## src/rtl/hs_port_pkg.sv

```systemverilog
package hs_port_pkg;
   localparam int PC_W = 8;

   typedef logic [2:0] pc_pos_t;

   typedef struct packed {
      pc_pos_t hs;   // strobe / acknowledge input, also enable command bit
      pc_pos_t bf;   // buffer-full output
      pc_pos_t irq;  // interrupt output
   } pc_map_t;

   function automatic pc_map_t pc_map_f(input bit hi_grp, input bit out_mode);
      pc_map_t m;
      if (hi_grp) begin
         m.irq = 3'd3;
         m.hs  = out_mode ? 3'd6 : 3'd4;
         m.bf  = out_mode ? 3'd7 : 3'd5;
      end else begin
         m.irq = 3'd0;
         m.hs  = 3'd2;
         m.bf  = 3'd1;
      end
      return m;
   endfunction
endpackage

```

## src/rtl/hs_sync.sv

```systemverilog
module hs_sync #(
   parameter int W      = 1,
   parameter int STAGES = 2,
   parameter logic [W-1:0] RST_VAL = '0
) (
   input  logic         clk,
   input  logic         rst_n,
   input  logic [W-1:0] d,
   output logic [W-1:0] q
);
   logic [STAGES-1:0][W-1:0] stg;

   always_ff @(posedge clk or negedge rst_n) begin
      if (!rst_n) stg <= {STAGES{RST_VAL}};
      else        stg <= {stg[STAGES-2:0], d};
   end

   assign q = stg[STAGES-1];

   initial begin : prm_chk
      assert (STAGES >= 2 && W >= 1) else $error("hs_sync: STAGES must be >= 2");
   end
endmodule

```

## src/rtl/hs_bus_edge.sv

```systemverilog
module hs_bus_edge #(
   parameter int W = 2
) (
   input  logic         clk,
   input  logic         rst_n,
   input  logic [W-1:0] lvl,
   output logic [W-1:0] lvl_q,
   output logic [W-1:0] rise,
   output logic [W-1:0] fall
);
   always_ff @(posedge clk or negedge rst_n) begin
      if (!rst_n) lvl_q <= '0;
      else        lvl_q <= lvl;
   end

   assign rise = lvl & ~lvl_q;
   assign fall = ~lvl & lvl_q;
endmodule

```

## src/rtl/hs_in_side.sv

```systemverilog
module hs_in_side #(
   parameter int DW = 8
) (
   input  logic          clk,
   input  logic          rst_n,
   input  logic          active,
   input  logic          clr,
   input  logic          inte,
   input  logic          stb_s,
   input  logic [DW-1:0] pin_s,
   input  logic          rd_start,
   input  logic          rd_end,
   input  logic          rd_busy,
   output logic          ibf,
   output logic          irq,
   output logic [DW-1:0] data
);
   always_ff @(posedge clk or negedge rst_n) begin
      if (!rst_n) begin
         ibf  <= 1'b0;
         irq  <= 1'b0;
         data <= '0;
      end else if (clr || !active) begin
         ibf <= 1'b0;
         irq <= 1'b0;
      end else begin
         if (!stb_s) begin
            data <= pin_s;
            ibf  <= 1'b1;
         end else if (rd_end) begin
            ibf <= 1'b0;
         end
         if (stb_s && ibf && inte && !rd_busy) irq <= 1'b1;
         else if (rd_start || !inte)           irq <= 1'b0;
      end
   end


   ibf_set_chk: assert property (@(posedge clk) disable iff (!rst_n)
      $rose(ibf) |-> $past(!stb_s && active));


   irq_rd_clr_chk: assert property (@(posedge clk) disable iff (!rst_n)
      (active && rd_start) |=> !irq);
endmodule

```

## src/rtl/hs_out_side.sv

```systemverilog
module hs_out_side #(
   parameter int DW = 8
) (
   input  logic          clk,
   input  logic          rst_n,
   input  logic          active,
   input  logic          clr,
   input  logic          inte,
   input  logic          ack_s,
   input  logic          wr_lvl,
   input  logic [DW-1:0] wdata,
   input  logic          wr_start,
   input  logic          wr_end,
   input  logic          wr_busy,
   output logic          obf_n,
   output logic          irq,
   output logic [DW-1:0] data
);
   always_ff @(posedge clk or negedge rst_n) begin
      if (!rst_n) begin
         obf_n <= 1'b1;
         irq   <= 1'b0;
         data  <= '0;
      end else if (clr) begin
         obf_n <= 1'b1;
         irq   <= 1'b0;
         data  <= '0;
      end else if (!active) begin
         obf_n <= 1'b1;
         irq   <= 1'b0;
      end else begin
         if (wr_lvl) data <= wdata;
         if (wr_end)      obf_n <= 1'b0;
         else if (!ack_s) obf_n <= 1'b1;
         if (ack_s && obf_n && inte && !wr_busy) irq <= 1'b1;
         else if (wr_start || !inte)            irq <= 1'b0;
      end
   end


   obf_fall_chk: assert property (@(posedge clk) disable iff (!rst_n)
      $fell(obf_n) |-> $past(wr_end));


   obf_rel_chk: assert property (@(posedge clk) disable iff (!rst_n)
      $rose(obf_n) |-> $past(!ack_s || clr || !active));


   irq_wr_clr_chk: assert property (@(posedge clk) disable iff (!rst_n)
      (active && wr_start) |=> !irq);
endmodule

```

## src/rtl/hs_port_chan.sv

```systemverilog
module hs_port_chan
   import hs_port_pkg::*;
#(
   parameter int DW          = 8,
   parameter bit GROUP_HI    = 1'b1,
   parameter int SYNC_STAGES = 2
) (
   input  logic          clk,
   input  logic          rst_n,
   input  logic          dir_out,
   input  logic          cpu_rd,
   input  logic          cpu_wr,
   input  logic [DW-1:0] cpu_wdata,
   output logic [DW-1:0] cpu_rdata,
   input  logic          bsr_valid,
   input  logic [2:0]    bsr_bit,
   input  logic          bsr_val,
   input  logic [DW-1:0] pin_in,
   output logic [DW-1:0] pin_out,
   output logic          pin_oe,
   input  logic [7:0]    pc_in,
   output logic [7:0]    pc_out,
   output logic [7:0]    pc_oe,
   output logic [7:0]    pc_status,
   output logic          irq
);
   localparam pc_map_t MAP_I = pc_map_f(GROUP_HI, 1'b0);
   localparam pc_map_t MAP_O = pc_map_f(GROUP_HI, 1'b1);
   localparam logic [DW:0] SYNC_RST = {1'b1, {DW{1'b0}}};

   initial begin : prm_chk
      assert (DW >= 1 && SYNC_STAGES >= 2 && PC_W == 8)
         else $error("hs_port_chan: bad parameters");
   end

   pc_map_t map_c;
   assign map_c = dir_out ? MAP_O : MAP_I;

   // direction change detection
   logic dir_q, mode_chg;
   always_ff @(posedge clk or negedge rst_n) begin
      if (!rst_n) dir_q <= 1'b0;
      else        dir_q <= dir_out;
   end
   assign mode_chg = (dir_out != dir_q);

   // handshake line and data pins synchronised together
   logic          hs_s;
   logic [DW-1:0] pin_s;
   hs_sync #(.W(DW+1), .STAGES(SYNC_STAGES), .RST_VAL(SYNC_RST)) u_sync (
      .clk(clk), .rst_n(rst_n),
      .d({pc_in[map_c.hs], pin_in}),
      .q({hs_s, pin_s})
   );

   // CPU strobe edges: bit 0 read, bit 1 write
   logic [1:0] bus_q, bus_rise, bus_fall;
   hs_bus_edge #(.W(2)) u_edge (
      .clk(clk), .rst_n(rst_n),
      .lvl({cpu_wr, cpu_rd}),
      .lvl_q(bus_q), .rise(bus_rise), .fall(bus_fall)
   );

   // interrupt enable, reached only through the set/reset command
   logic inte_q;
   always_ff @(posedge clk or negedge rst_n) begin
      if (!rst_n)                                  inte_q <= 1'b0;
      else if (mode_chg)                           inte_q <= 1'b0;
      else if (bsr_valid && bsr_bit == map_c.hs)   inte_q <= bsr_val;
   end

   logic          ibf, irq_in, obf_n, irq_out;
   logic [DW-1:0] in_data, out_data;

   hs_in_side #(.DW(DW)) u_in (
      .clk(clk), .rst_n(rst_n),
      .active(!dir_out), .clr(mode_chg), .inte(inte_q),
      .stb_s(hs_s), .pin_s(pin_s),
      .rd_start(bus_rise[0]), .rd_end(bus_fall[0]),
      .rd_busy(cpu_rd | bus_q[0]),
      .ibf(ibf), .irq(irq_in), .data(in_data)
   );

   hs_out_side #(.DW(DW)) u_out (
      .clk(clk), .rst_n(rst_n),
      .active(dir_out), .clr(mode_chg), .inte(inte_q),
      .ack_s(hs_s), .wr_lvl(cpu_wr), .wdata(cpu_wdata),
      .wr_start(bus_rise[1]), .wr_end(bus_fall[1]),
      .wr_busy(cpu_wr | bus_q[1]),
      .obf_n(obf_n), .irq(irq_out), .data(out_data)
   );

   logic bf;
   assign bf        = dir_out ? obf_n   : ibf;
   assign irq       = dir_out ? irq_out : irq_in;
   assign cpu_rdata = dir_out ? out_data : in_data;
   assign pin_out   = out_data;
   assign pin_oe    = dir_out;

   // control-port bit multiplexing and status word
   for (genvar b = 0; b < PC_W; b++) begin : g_pc
      localparam pc_pos_t POS = pc_pos_t'(b);
      assign pc_oe[b]     = (map_c.bf == POS) || (map_c.irq == POS);
      assign pc_out[b]    = (map_c.bf == POS)  ? bf  :
                            (map_c.irq == POS) ? irq : 1'b0;
      assign pc_status[b] = (map_c.hs == POS)  ? inte_q :
                            (map_c.bf == POS)  ? bf     :
                            (map_c.irq == POS) ? irq    : pc_in[b];
   end


   irq_inte_chk: assert property (@(posedge clk) disable iff (!rst_n)
      irq |-> $past(inte_q));


   inte_rise_chk: assert property (@(posedge clk) disable iff (!rst_n)
      $rose(inte_q) |-> $past(bsr_valid && bsr_val));


   mode_clr_chk: assert property (@(posedge clk) disable iff (!rst_n)
      ((dir_out != $past(dir_out)) && $past(rst_n))
         |=> (!ibf && obf_n && !inte_q && !irq && out_data == '0));
endmodule

```

## config.mk

```make
export PLATFORM = sky130hd
export DESIGN_NAME = hs_port_chan
export DESIGN_NICKNAME = d
export VERILOG_FILES = /design/src/rtl/hs_port_pkg.sv /design/src/rtl/hs_sync.sv /design/src/rtl/hs_bus_edge.sv /design/src/rtl/hs_in_side.sv /design/src/rtl/hs_out_side.sv /design/src/rtl/hs_port_chan.sv
export SDC_FILE = /design/constraint.sdc
export NUM_CORES = 1
export LEC_CHECK = 0
export BUFFER_PORTS_ARGS = -buffer_cell sky130_fd_sc_hd__buf_2
export CORE_MARGIN = 1.5
export CORE_UTILIZATION = 42
export CTS_BUF_LIST = sky130_fd_sc_hd__clkbuf_8
export CTS_CLUSTER_SIZE = 10
export DETAILED_ROUTE_END_ITERATION = 8
export GPL_TIMING_DRIVEN = 0
export PLACE_DENSITY = 0.74
export SYNTH_ARGS = -nofsm -noshare
export SYNTH_HDL_FRONTEND = slang
export SYNTH_SLANG_ARGS = --single-unit
```

## constraint.sdc

```tcl
create_clock -name clk -period 1.3 [get_ports clk]
set_input_delay 0.065 -clock clk [delete_from_list [all_inputs] [get_ports clk]]
set_output_delay 0.065 -clock clk [all_outputs]
set_load 0.05 [all_outputs]
```

==> summary.txt, run 1 <==
Cells and area
  – Final #Nets: between 200 and 300
  – Antenna cells: 0
  – Layout cells sized above 1: 53.4%
  – Post-layout util: ~62%
  – Area Growth Syn to Fin: 42.5%
  – Final Non-Filler Cells: 299
  – Fillers: 362

STA
  – Final Hold Fails: 0
  – Clock skew: around 0.0038 ns
  – Unrepaired setup endpoints after global routing: yes
  – Minimum clock period: between 1 and 1.5 ns
  – Slew HR: approximately 40%
  – Worst Setup Slack, final: roughly 0.0005 ns
  – Final setup violation count: 0
  – Fin. max-slew vios: 0
  – Worst-margin pin slew: a little over 0.9 ns
  – Final worst-path cycle share: approximately 100%
  – Max Freq: just under 800 MHz

Synth
  – Synth Flop Type: dfrtp_1
  – Syn Std Cell Area: 1880 sq um
  – Post-synth cell types: 30
  – Synthesis Warnings: 0
  – Asr flop ratio synth: 100%
  – Sequential area share after synthesis: between 50 and 60%
  – Syn Inst Count: approximately 150
  – Mean Syn Cell Area: approximately 12 sq um
  – Number of flops mapped to enable cells by yosys: 0
  – Seq cells post-synth: 42

Global routing
  – Initial antenna violation count: 0
  – Vias in the first global route: 1339
  – Global Route Usage Sum: between 10% and 20%
  – Pin count of the biggest net entering global routing: 43
  – GRT Residual Overflow: 0
  – First-pass GRT wire length: roughly 6000 um

Placed design
  – Post-DP HPWL: about 2600 um
  – GP Congestion: around 0.72
  – Input/output buffers: 60
  – Placed insts: 273
  – DP Worst Slack: -0.217 ns

CTS
  – CTS tree: built
  – Root Buffer: clkbuf_8
  – Clk_lat worst skew: 0.29 ns
  – TritonCTS Buffers: 5
  – Clk slew on worst S/H paths: ~0.070 ns
  – Clock Path Buffers: 2
  – H-tree levels: 2
  – CTS Sinks: 42

Critical path
  – Required time of the worst setup path: 1.47 ns
  – CP Max Fanout: 8
  – Worst R2R Setup Slack: between 0.0005 and 0.0006 ns
  – Setup crit end kind: flop
  – Worst R2R Path Depth: 5
  – CP arrival: between 1 and 1.5 ns
  – Setup crit start kind: flop
  – Setup CP Type: flop to flop

Job
  – Max-cap violation count: 0

Routing
  – DRT iter0 DRCs: 49
  – Avg Vias per Cell: between 4 and 5
  – Via count of the routed design: ~1400
  – Total Routed Length: about 3600 um
  – WL/cell: about 12 um
  – Initial DRT Pass Iterations: 4
  – DRC Markers: 0
  – ANT nets after route: 0

Floorplan
  – Die Ht: between 60 and 70 um
  – Chip Width: between 60 and 70 um
  – Ports: 76
  – Starting Density: a little over two fifths
  – Row count: 24
  – Area of the core: between 4000 and 5000 sq um
  – Die area: 4890 sq um

Pwr
  – Static Leak: between 1 and 1.5 nW
  – Power per cell area: approximately 1300 nW/um^2
  – VDD IR-drop max: about 0.69 mV

Hold path
  – Worst hold path type: primary input to flop
  – Min-Delay Path Depth: 3

Outcome
  – Status: finished clean
## sequential cells by signal, indices dropped and copies added, names as in the netlist
register	cells
inte_q	1
u_out.irq	1
u_edge.lvl_q	2
u_sync.q	9
u_sync.stg	9
u_in.ibf	1
dir_q	1
u_out.data	8
u_out.obf_n	1
u_in.irq	1
u_in.data	8
## stage by stage
step	setup TNS, ns	total power [mW]	area, sq um	hold slack (ns)
after floorplan	-1.66	2.21	1980	-0.231
after global placement	-2.05	2.41	2340	0.173
after detailed placement	-2.63	2.43	2340	0.174
after CTS	-0.00126	3.50	2640	0.000107
after global routing	-0.329	3.64	2680	0.0251
final	0	3.48	2680	0.00990
## power breakdown
group | internal (mW) | total [mW] | switching (mW)
combinational | 0.362 | 0.952 | 0.589
sequential | 1.43 | 1.50 | 0.0734
clock | 0.618 | 1.03 | 0.409
total | 2.41 | 3.48 | 1.07
## cell usage after synthesis, drive strengths merged (3+ instances only)
| cell | instances | share of area [%] |
|---|---|---|
| nand2b | 5 | 1.7 |
| nand2 | 11 | 2.2 |
| a21oi | 7 | 1.9 |
| o21ai | 9 | 2.4 |
| inv | 3 | 0.60 |
| dfstp | 3 | 4.2 |
| dfrtp | 39 | 52 |
| mux2 | 20 | 14 |
| buf | 24 | 9.8 |
| nor2b | 9 | 3.0 |
## final timing paths
check | from | to
min in group asynchronous | rst_n | u_out.irq
hold / removal | cpu_wdata[0] | u_out.data[0]
setup reg to reg | dir_q | u_in.data[4]
hold reg to reg | u_sync.stg[1] | u_sync.q[1]
max in group asynchronous | rst_n | inte_q
setup / recovery | dir_q | u_in.data[4]
## cell families after synthesis
logic type      synth area share, %
buf+inv                        10.6
compound gates                 6.59
other cells                   0.399
fa+ha+maj                      1.33
flops                          56.1
mux                            14.6
simple gates                   9.91
xor+xnor                      0.466
## final cells by class
class	instances	area [sq um]	share of cell area, %
clock inverters	2	33.8	1.26
flip-flops and latches	42	1060	39.4
clock buffers	6	82.6	3.08
inverters	3	15.0	0.560
well taps	52	65.1	2.43
plain buffers	25	224	8.36
multi-input cells	91	698	26.1
repair buffers	78	504	18.8
## worst max-delay path, cell delays in order (launching register included)
cell and delay, ns:
dfrtp_1 0.39, inv_2 0.07, ha_4 0.13, nor2b_4 0.14, buf_8 0.15, mux2_4 0.30
## layout by cell type, fill, tap and decap left out, types with 2 or more instances in the layout
master,count
buf_2,54
dfrtp_1,37
buf_4,26
dlygate4sd3_1,12
mux2_2,11
nand2_1,11
conb_1,11
mux2_4,9
nor2b_1,8
o21ai_1,8
clkbuf_8,7
a21oi_1,6
buf_8,4
nand2b_1,4
buf_6,3
dfstp_2,3
nand3b_1,2
mux2i_1,2
inv_1,2
dfrtp_2,2
clkbuf_4,2
## metal layers
layer | routed length [um] | part of all wire [%] | up-vias | track usage (%)
met5 | 0 | 0 | - | 0
met4 | 0 | 0 | 0 | 3.85
met3 | 244 | 6.7 | 0 | 5.63
met2 | 1920 | 53 | 54 | 27.5
met1 | 1470 | 40 | 642 | 18.4
li1 | - | - | 658 | -
## timing repair
item	4_1_cts	5_1_grt
hold buffers	12	0
resized for setup	13	10
endpoints found under the setup margin	11	17
buffers inserted	2	4
pin swaps	1	0
hold endpoints to repair	51	0
Power figures use the tool's default switching activity.
==> inputs of run 2 (changes only) <==
ABC_AREA = 1   (was unset)
==> run 2 against run 1 <==
Compared with the run above: sequential power about the same; first-iteration DRC count up 140%; combinational power up 2.2%; clock power down 15%; via count up 15%; clock-buffer cell count down 1; sequential cell count unchanged; sequential share of layout area up 0.17 points; the flow now finishes with violations (setup timing); critical endpoint is now u_in.data[2]; routed wire length up 13%; maximum frequency down 7.6%; largest power group unchanged; critical path type unchanged; critical path depth up 3; largest cell class unchanged; worst hold slack worse by 0.0042 ns.
==> summary.txt, run 2 <==
Outcome
  – Status: finished with violations (was finished clean)
  – Failing checks: setup timing

STA
  – Minimum clock period: 1.41 ns (was 1.30 ns)
  – Final worst-path cycle share: 108% (was 100%)
  – Worst-margin pin slew: 0.887 ns (was 0.914 ns)
  – Final setup violation count: 8 (was 0)
  – Clock skew: 0.0126 ns (was 0.00383 ns)
  – Hold_ws: 0.00570 ns (was 0.00990 ns)
  – Fin Setup TNS: -0.647 ns (was 0 ns)
  – Max Freq: 711 MHz (was 770 MHz)
  – Slew HR: 40.8% (was 39.1%)
  – Unrepaired setup endpoints after global routing: yes (unchanged)
  – Final Hold Fails: 0 (unchanged)
  – Worst Setup Slack, final: -0.106 ns (was 0.000507 ns)
  – Fin. max-slew vios: 0 (unchanged)

Cells and area
  – Area Growth Syn to Fin: 46.0% (was 42.5%)
  – Antenna cells: 0 (unchanged)
  – Layout cells sized above 1: 43.8% (was 53.4%)
  – Final #Nets: 327 (was 282)
  – Commonest non-fill, non-tap cells in the layout: buf_2, nand2_1, dfrtp_1 (was buf_2, dfrtp_1, buf_4)
  – Area of the multi-input gates: 619 sq um (was 698 sq um)
  – Sequential cell area: 1050 sq um (was 1060 sq um)
  – Final Non-Filler Cells: 342 (was 299)
  – Most common cell after layout, fill and taps aside: buf_2 (unchanged)
  – Post-layout util: 65.2% (was 62.0%)
  – Fillers: 318 (was 362)

Routing
  – Avg Vias per Cell: 4.57 (was 4.53)
  – Total Routed Length: 4100 um (was 3640 um)
  – DRC Markers: 0 (unchanged)
  – Via count of the routed design: 1563 (was 1354)
  – DRT iter0 DRCs: 116 (was 49)
  – ANT nets after route: 0 (unchanged)
  – Initial DRT Pass Iterations: 5 (was 4)
  – WL/cell: 12.0 um (was 12.2 um)

Floorplan
  – Die Ht: 68.9 um (was 69.9 um)
  – Ports: 76 (unchanged)
  – Die area: 4750 sq um (was 4890 sq um)
  – Area of the core: 4090 sq um (was 4320 sq um)
  – Row count: 23 (was 24)
  – Chip Width: 68.9 um (was 69.9 um)
  – Starting Density: 44.6% (was 43.5%)

Global routing
  – Global Route Usage Sum: 18.5% (was 15.7%)
  – Initial antenna violation count: 0 (unchanged)
  – Pin count of the biggest net entering global routing: 43 (unchanged)
  – First-pass GRT wire length: 6270 um (was 6000 um)
  – GRT Residual Overflow: 0 (unchanged)
  – Vias in the first global route: 1436 (was 1339)

Job
  – Max-cap violation count: 0 (unchanged)

CTS
  – Clk_lat worst skew: 0.31 ns (was 0.29 ns)
  – CTS Sinks: 42 (unchanged)
  – CTS tree: built (unchanged)
  – Clock Path Buffers: 2 (unchanged)
  – Clk slew on worst S/H paths: 0.09 ns (was 0.07 ns)
  – TritonCTS Buffers: 5 (unchanged)
  – Root Buffer: clkbuf_8 (unchanged)
  – H-tree levels: 2 (unchanged)

Synth
  – Synth Flop Type: dfrtp_1 (unchanged)
  – Synthesis Warnings: 0 (unchanged)
  – Syn Inst Count: 194 (was 152)
  – Sequential area share after synthesis: 57.8% (was 56.1%)
  – Mean Syn Cell Area: 9.40 sq um (was 12.4 sq um)
  – Area contributors post-synth: dfrtp_1, nand2_1, buf_4 (was dfrtp_1, buf_4, mux2_2)
  – Seq cells post-synth: 42 (unchanged)
  – Commonest cells post-synth: nand2_1, dfrtp_1, inv_1 (was dfrtp_1, buf_4, mux2_2)
  – Number of flops mapped to enable cells by yosys: 0 (unchanged)
  – Yosys top cell by area: dfrtp_1 (unchanged)
  – Syn Std Cell Area: 1820 sq um (was 1880 sq um)
  – Most common cell in the synthesized netlist: nand2_1 (was dfrtp_1)
  – Synth top area share: 53.5% (was 51.9%)
  – Asr flop ratio synth: 100% (unchanged)
  – Post-synth cell types: 23 (was 30)

Pwr
  – Power per cell area: 1250 nW/um^2 (was 1300 nW/um^2)
  – Static Leak: 1.40 nW (was 1.36 nW)
  – VDD IR-drop max: 0.951 mV (was 0.693 mV)

Placed design
  – GP Congestion: 0.742 (was 0.717)
  – Post-DP HPWL: 2690 um (was 2580 um)
  – Input/output buffers: 60 (unchanged)
  – DP Worst Slack: -0.580 ns (was -0.217 ns)
  – Placed insts: 313 (was 273)

Critical path
  – CP Max Fanout: 5 (was 8)
  – CP arrival: 1.60 ns (was 1.47 ns)
  – Setup crit start kind: flop (unchanged)
  – CP Buf/Inv Count: 4 (was 2)
  – Top cell by count, worst path: buf_6
  – Setup crit end kind: flop (unchanged)
  – Slowest stage delay, CP: 0.40 ns (was 0.39 ns)
  – Setup CP Type: flop to flop (unchanged)
  – CP delay by family, top: flip-flops (unchanged)
  – Worst-path cell chain: inv_2 > ha_4 > inv_4 > or2_1 > buf_6 > buf_6 > nor2_4 > a21oi_2 (was inv_2 > ha_4 > nor2b_4 > buf_8 > mux2_4)
  – Required time of the worst setup path: 1.50 ns (was 1.47 ns)
  – Slowest stage cell, crit path: dfrtp_1 (unchanged)

Hold path
  – Worst hold path type: primary input to flop (unchanged)
==> run 2: final cells by class <==
class	instances	share of cell area (%)
Clock buffer	5	2.58
Clock inverter	3	0.893
Multi-Input combinational cell	115	23.3
Tap cell	50	2.35
Inverter	21	3.10
Timing Repair Buffer	81	20.3
Sequential cell	42	39.6
Buffer	25	7.85
==> run 2: per-layer routing <==
metal	share of wire, %	vias up	wire length, um	GRT usage, %
met5	0	-	0	0
met4	2.3	0	95	8.58
met3	7.8	11	318	6.98
met2	49	70	2020	29.7
met1	41	717	1670	22.1
li1	-	765	-	-
==> run 2: logic make-up (layout without fill, tap and decap cells) <==
logic type | after synthesis | count (layout) | share of synthesized area, %
fa+ha+maj | 2 | 2 | 1.37
flops | 42 | 42 | 57.8
simple gates | 71 | 71 | 15.3
other cells | 2 | 11 | 0.412
compound gates | 31 | 31 | 10.3
buf+inv | 46 | 135 | 14.8
==> run 2: final timing paths <==
kind	from	depth (start not counted)	end	slack (ns)
worst max-delay path	dir_q	8	u_in.data[2]	-0.11
worst min-delay path	cpu_wdata[5]	3	u_out.data[5]	0.006
worst max register to register	dir_q	8	u_in.data[2]	-0.11
worst min register to register	u_sync.stg[8]	0	u_sync.q[8]	0.35
max in group asynchronous	rst_n	2	u_sync.q[0]	0.33
min in group asynchronous	rst_n	2	u_sync.q[1]	0.40
==> run 2: power by group <==
| part | switching (mW) | leakage (nW) | internal (mW) | total (mW) |
|---|---|---|---|---|
| registers | 0.0673 | 0.503 | 1.42 | 1.49 |
| clock network | 0.487 | 0.0408 | 0.384 | 0.871 |
| logic | 0.667 | 0.860 | 0.305 | 0.973 |
| total | 1.22 | 1.40 | 2.11 | 3.33 |
==> run 2: stage by stage <==
step                      power (mW)  instance area [sq um]
after global routing            3.51                   2660
final                           3.33                   2660
after detailed placement        2.36                   2230
after CTS                       3.32                   2610
after global placement          2.35                   2230
after floorplan                 2.14                   1870
==> run 2: worst min-delay path, cell delays in order <==
cell,delay [ns]
buf_2,0.10
nand2_1,0.05
o21ai_0,0.07
==> run 2: what timing repair did <==
action / 4_1_cts / 5_1_grt
hold buffers: 12 / 0
setup endpoints to repair: 27 / 18
resized for setup: 29 / 16
endpoints found under the hold margin: 50 / 0
pin swaps: 2 / 2
buffers inserted: 6 / 2
cloned: 1 / 0
==> inputs of run 3 (changes only) <==
HOLD_SLACK_MARGIN = 0.08   (was unset)
PLACE_DENSITY = 0.71   (was 0.74)
clock period = 1.8 ns   (was 1.3 ns; I/O delays follow)
==> run 3 against run 2 <==
Compared with the run above: setup slack improved by 0.37 ns; clock-buffer cell count stayed put; clock power is 37% lower; non-clock buffer count grew 2; the flow now finishes without violations; global-route usage fell by 0.33 points; sequential power shrank 28%.
==> summary.txt, run 3 (same netlist as run 2, synthesis figures left out) <==
Routing
  – Total Routed Length: 4010 um (was 4100 um)
  – DRC Markers: 0 (unchanged)
  – DRT iter0 DRCs: 76 (was 116)
  – ANT nets after route: 0 (unchanged)
  – Avg Vias per Cell: 4.33 (was 4.57)
  – WL/cell: 11.7 um (was 12.0 um)
  – Via count of the routed design: 1484 (was 1563)
  – Initial DRT Pass Iterations: 4 (was 5)

Pwr
  – VDD IR-drop max: 0.414 mV (was 0.951 mV)
  – Power per cell area: 897 nW/um^2 (was 1250 nW/um^2)
  – Static Leak: 1.38 nW (was 1.40 nW)

CTS
  – Clock Path Buffers: 2 (unchanged)
  – CTS tree: built (unchanged)
  – Root Buffer: clkbuf_8 (unchanged)
  – TritonCTS Buffers: 5 (unchanged)
  – H-tree levels: 2 (unchanged)
  – Clk slew on worst S/H paths: 0.07 ns (was 0.09 ns)
  – CTS Sinks: 42 (unchanged)
  – Clk_lat worst skew: 0.29 ns (was 0.31 ns)

Critical path
  – Slowest stage delay, CP: 0.35 ns (was 0.40 ns)
  – Critical path depth: 5 (was 8)
  – Reg-to-reg startpoint: dir_q (unchanged)
  – Worst R2R Path Depth: 5 (was 8)
  – Worst-path cell chain: inv_1 > ha_1 > o21ai_2 > buf_4 > o21ai_0 (was inv_2 > ha_4 > inv_4 > or2_1 > buf_6 > buf_6 > nor2_4 > a21oi_2)
  – CP Buf/Inv Count: 2 (was 4)
  – CP delay by family, top: compound AO/OA/AOI/OAI gates (was flip-flops)
  – Worst R2R Setup Slack: 0.27 ns (was -0.11 ns)
  – CP Max Fanout: 10 (was 5)
  – Required time of the worst setup path: 1.97 ns (was 1.50 ns)
  – Setup crit end kind: flop (unchanged)
  – Worst setup path endpoint: u_out.data[0] (was u_in.data[2])
  – CP arrival: 1.70 ns (was 1.60 ns)
  – Reg2reg end: u_out.data[0] (was u_in.data[2])
  – Setup crit start kind: flop (unchanged)
  – Worst setup path startpoint: dir_q (unchanged)
  – Slowest stage cell, crit path: dfrtp_1 (unchanged)
  – Setup CP Type: flop to flop (unchanged)

Global routing
  – Global Route Usage Sum: 18.2% (was 18.5%)
  – Initial antenna violation count: 0 (unchanged)
  – GRT Residual Overflow: 0 (unchanged)
  – First-pass GRT wire length: 6040 um (was 6270 um)
  – Vias in the first global route: 1327 (was 1436)
  – Pin count of the biggest net entering global routing: 43 (unchanged)

Cells and area
  – Final #Nets: 329 (was 327)
  – Area Growth Syn to Fin: 39.2% (was 46.0%)
  – Fillers: 361 (was 318)
  – Layout cells sized above 1: 34.5% (was 43.8%)
  – Commonest non-fill, non-tap cells in the layout: buf_2, nand2_1, dfrtp_1 (unchanged)
  – Most common cell after layout, fill and taps aside: buf_2 (unchanged)
  – Antenna cells: 0 (unchanged)
  – Final instance area: 2540 sq um (was 2660 sq um)

Floorplan
  – Die Ht: 68.9 um (unchanged)
  – Area of the core: 4090 sq um (unchanged)
  – Row count: 23 (unchanged)
  – Die area: 4750 sq um (unchanged)
  – Ports: 76 (unchanged)
  – Chip Width: 68.9 um (unchanged)
  – Starting Density: 44.6% (unchanged)

STA
  – Final setup violation count: 0 (was 8)
  – Slew HR: 39.5% (was 40.8%)
  – Fin. max-slew vios: 0 (unchanged)
  – Worst-margin pin slew: 0.908 ns (was 0.887 ns)
  – Hold_ws: 0.144 ns (was 0.00570 ns)
  – Final worst-path cycle share: 85.2% (was 108%)
  – Fin Setup TNS: 0 ns (was -0.647 ns)
  – Minimum clock period: 1.53 ns (was 1.41 ns)
  – Unrepaired setup endpoints after global routing: no (was yes)
  – Final Hold Fails: 0 (unchanged)
  – Clock skew: 0.00479 ns (was 0.0126 ns)
  – Max Freq: 652 MHz (was 711 MHz)

Outcome
  – Status: finished clean (was finished with violations)

Placed design
  – Input/output buffers: 60 (unchanged)
  – Area after DPL: 2220 sq um (was 2230 sq um)
  – Post-DP HPWL: 2670 um (was 2690 um)
  – GP Congestion: 0.797 (was 0.742)

Job
  – Max-cap violation count: 0 (unchanged)

Hold path
  – Worst hold path type: primary input to flop (unchanged)
## run 3: cell count changes in the layout (fill, tap and decap cells not counted), moves of 5 or more
cell	before	now
dlygate4sd3_1	12	24
buf_2	55	62
nor2_1	5	10
buf_4	24	19
buf_6	7	1
nor2_4	5	0
## run 3: where the power goes
part           switching [mW]  internal, mW
combinational           0.465         0.192
sequential             0.0405          1.03
clock                   0.297         0.256
## run 3: cell type report
| cell class | count | area (sq um) | share of cell area [%] |
|---|---|---|---|
| Inverter | 21 | 80.1 | 3.15 |
| Clock inverter | 2 | 7.51 | 0.296 |
| Clock buffer | 5 | 68.8 | 2.71 |
| Buffer | 24 | 188 | 7.39 |
| Sequential cell | 42 | 1050 | 41.5 |
| Multi-Input combinational cell | 115 | 537 | 21.1 |
| Timing Repair Buffer | 84 | 541 | 21.3 |
| Tap cell | 50 | 62.6 | 2.46 |
## run 3: metal layers
metal | track usage (%) | vias up | share of wire (%)
met5 | 0 | - | 0
met4 | 8.82 | 0 | 1.8
met3 | 6.01 | 7 | 6.4
met2 | 29.1 | 55 | 48
met1 | 22.2 | 655 | 44
li1 | - | 767 | -
## run 3: worst reg2reg max path: cells and delay by family (launching register included)
| family | cells | cell delay (ns) |
|---|---|---|
| adders and majority gates | 1 | 0.33 |
| buffers and inverters | 2 | 0.30 |
| DFF | 1 | 0.35 |
| AOI/OAI and AO/OA | 2 | 0.43 |
## run 3: worst min path at each step
stage | cells past startpoint | slack, ns | end | start
after global routing | 5 | 0.16 | inte_q | bsr_bit[2]
final | 5 | 0.14 | inte_q | bsr_bit[2]
after detailed placement | 1 | 0.20 | u_sync.stg[6] | pin_in[6]
after CTS | 5 | 0.13 | inte_q | bsr_bit[2]
after floorplan | 0 | -0.21 | dir_q | rst_n
after global placement | 1 | 0.20 | u_sync.stg[7] | pin_in[7]
## run 3: timing repair
item                       in CTS  in global routing
hold buffers                   24                  0
setup buffers                   0                  0
gates resized for setup         0                  1
setup endpoints to repair       0                  8
hold endpoints to repair       61                  0
## run 3: metrics by stage
step                      instances  worst slack, ns  power [mW]  util, %
after floorplan                 203            0.156        1.54        -
after global placement          313           -0.147        1.69     54.4
after detailed placement        313           -0.198        1.70     54.4
after CTS                       344           0.0865        2.30     62.1
after global routing            343            0.125        2.39     62.1
final                           343            0.267        2.28     62.1
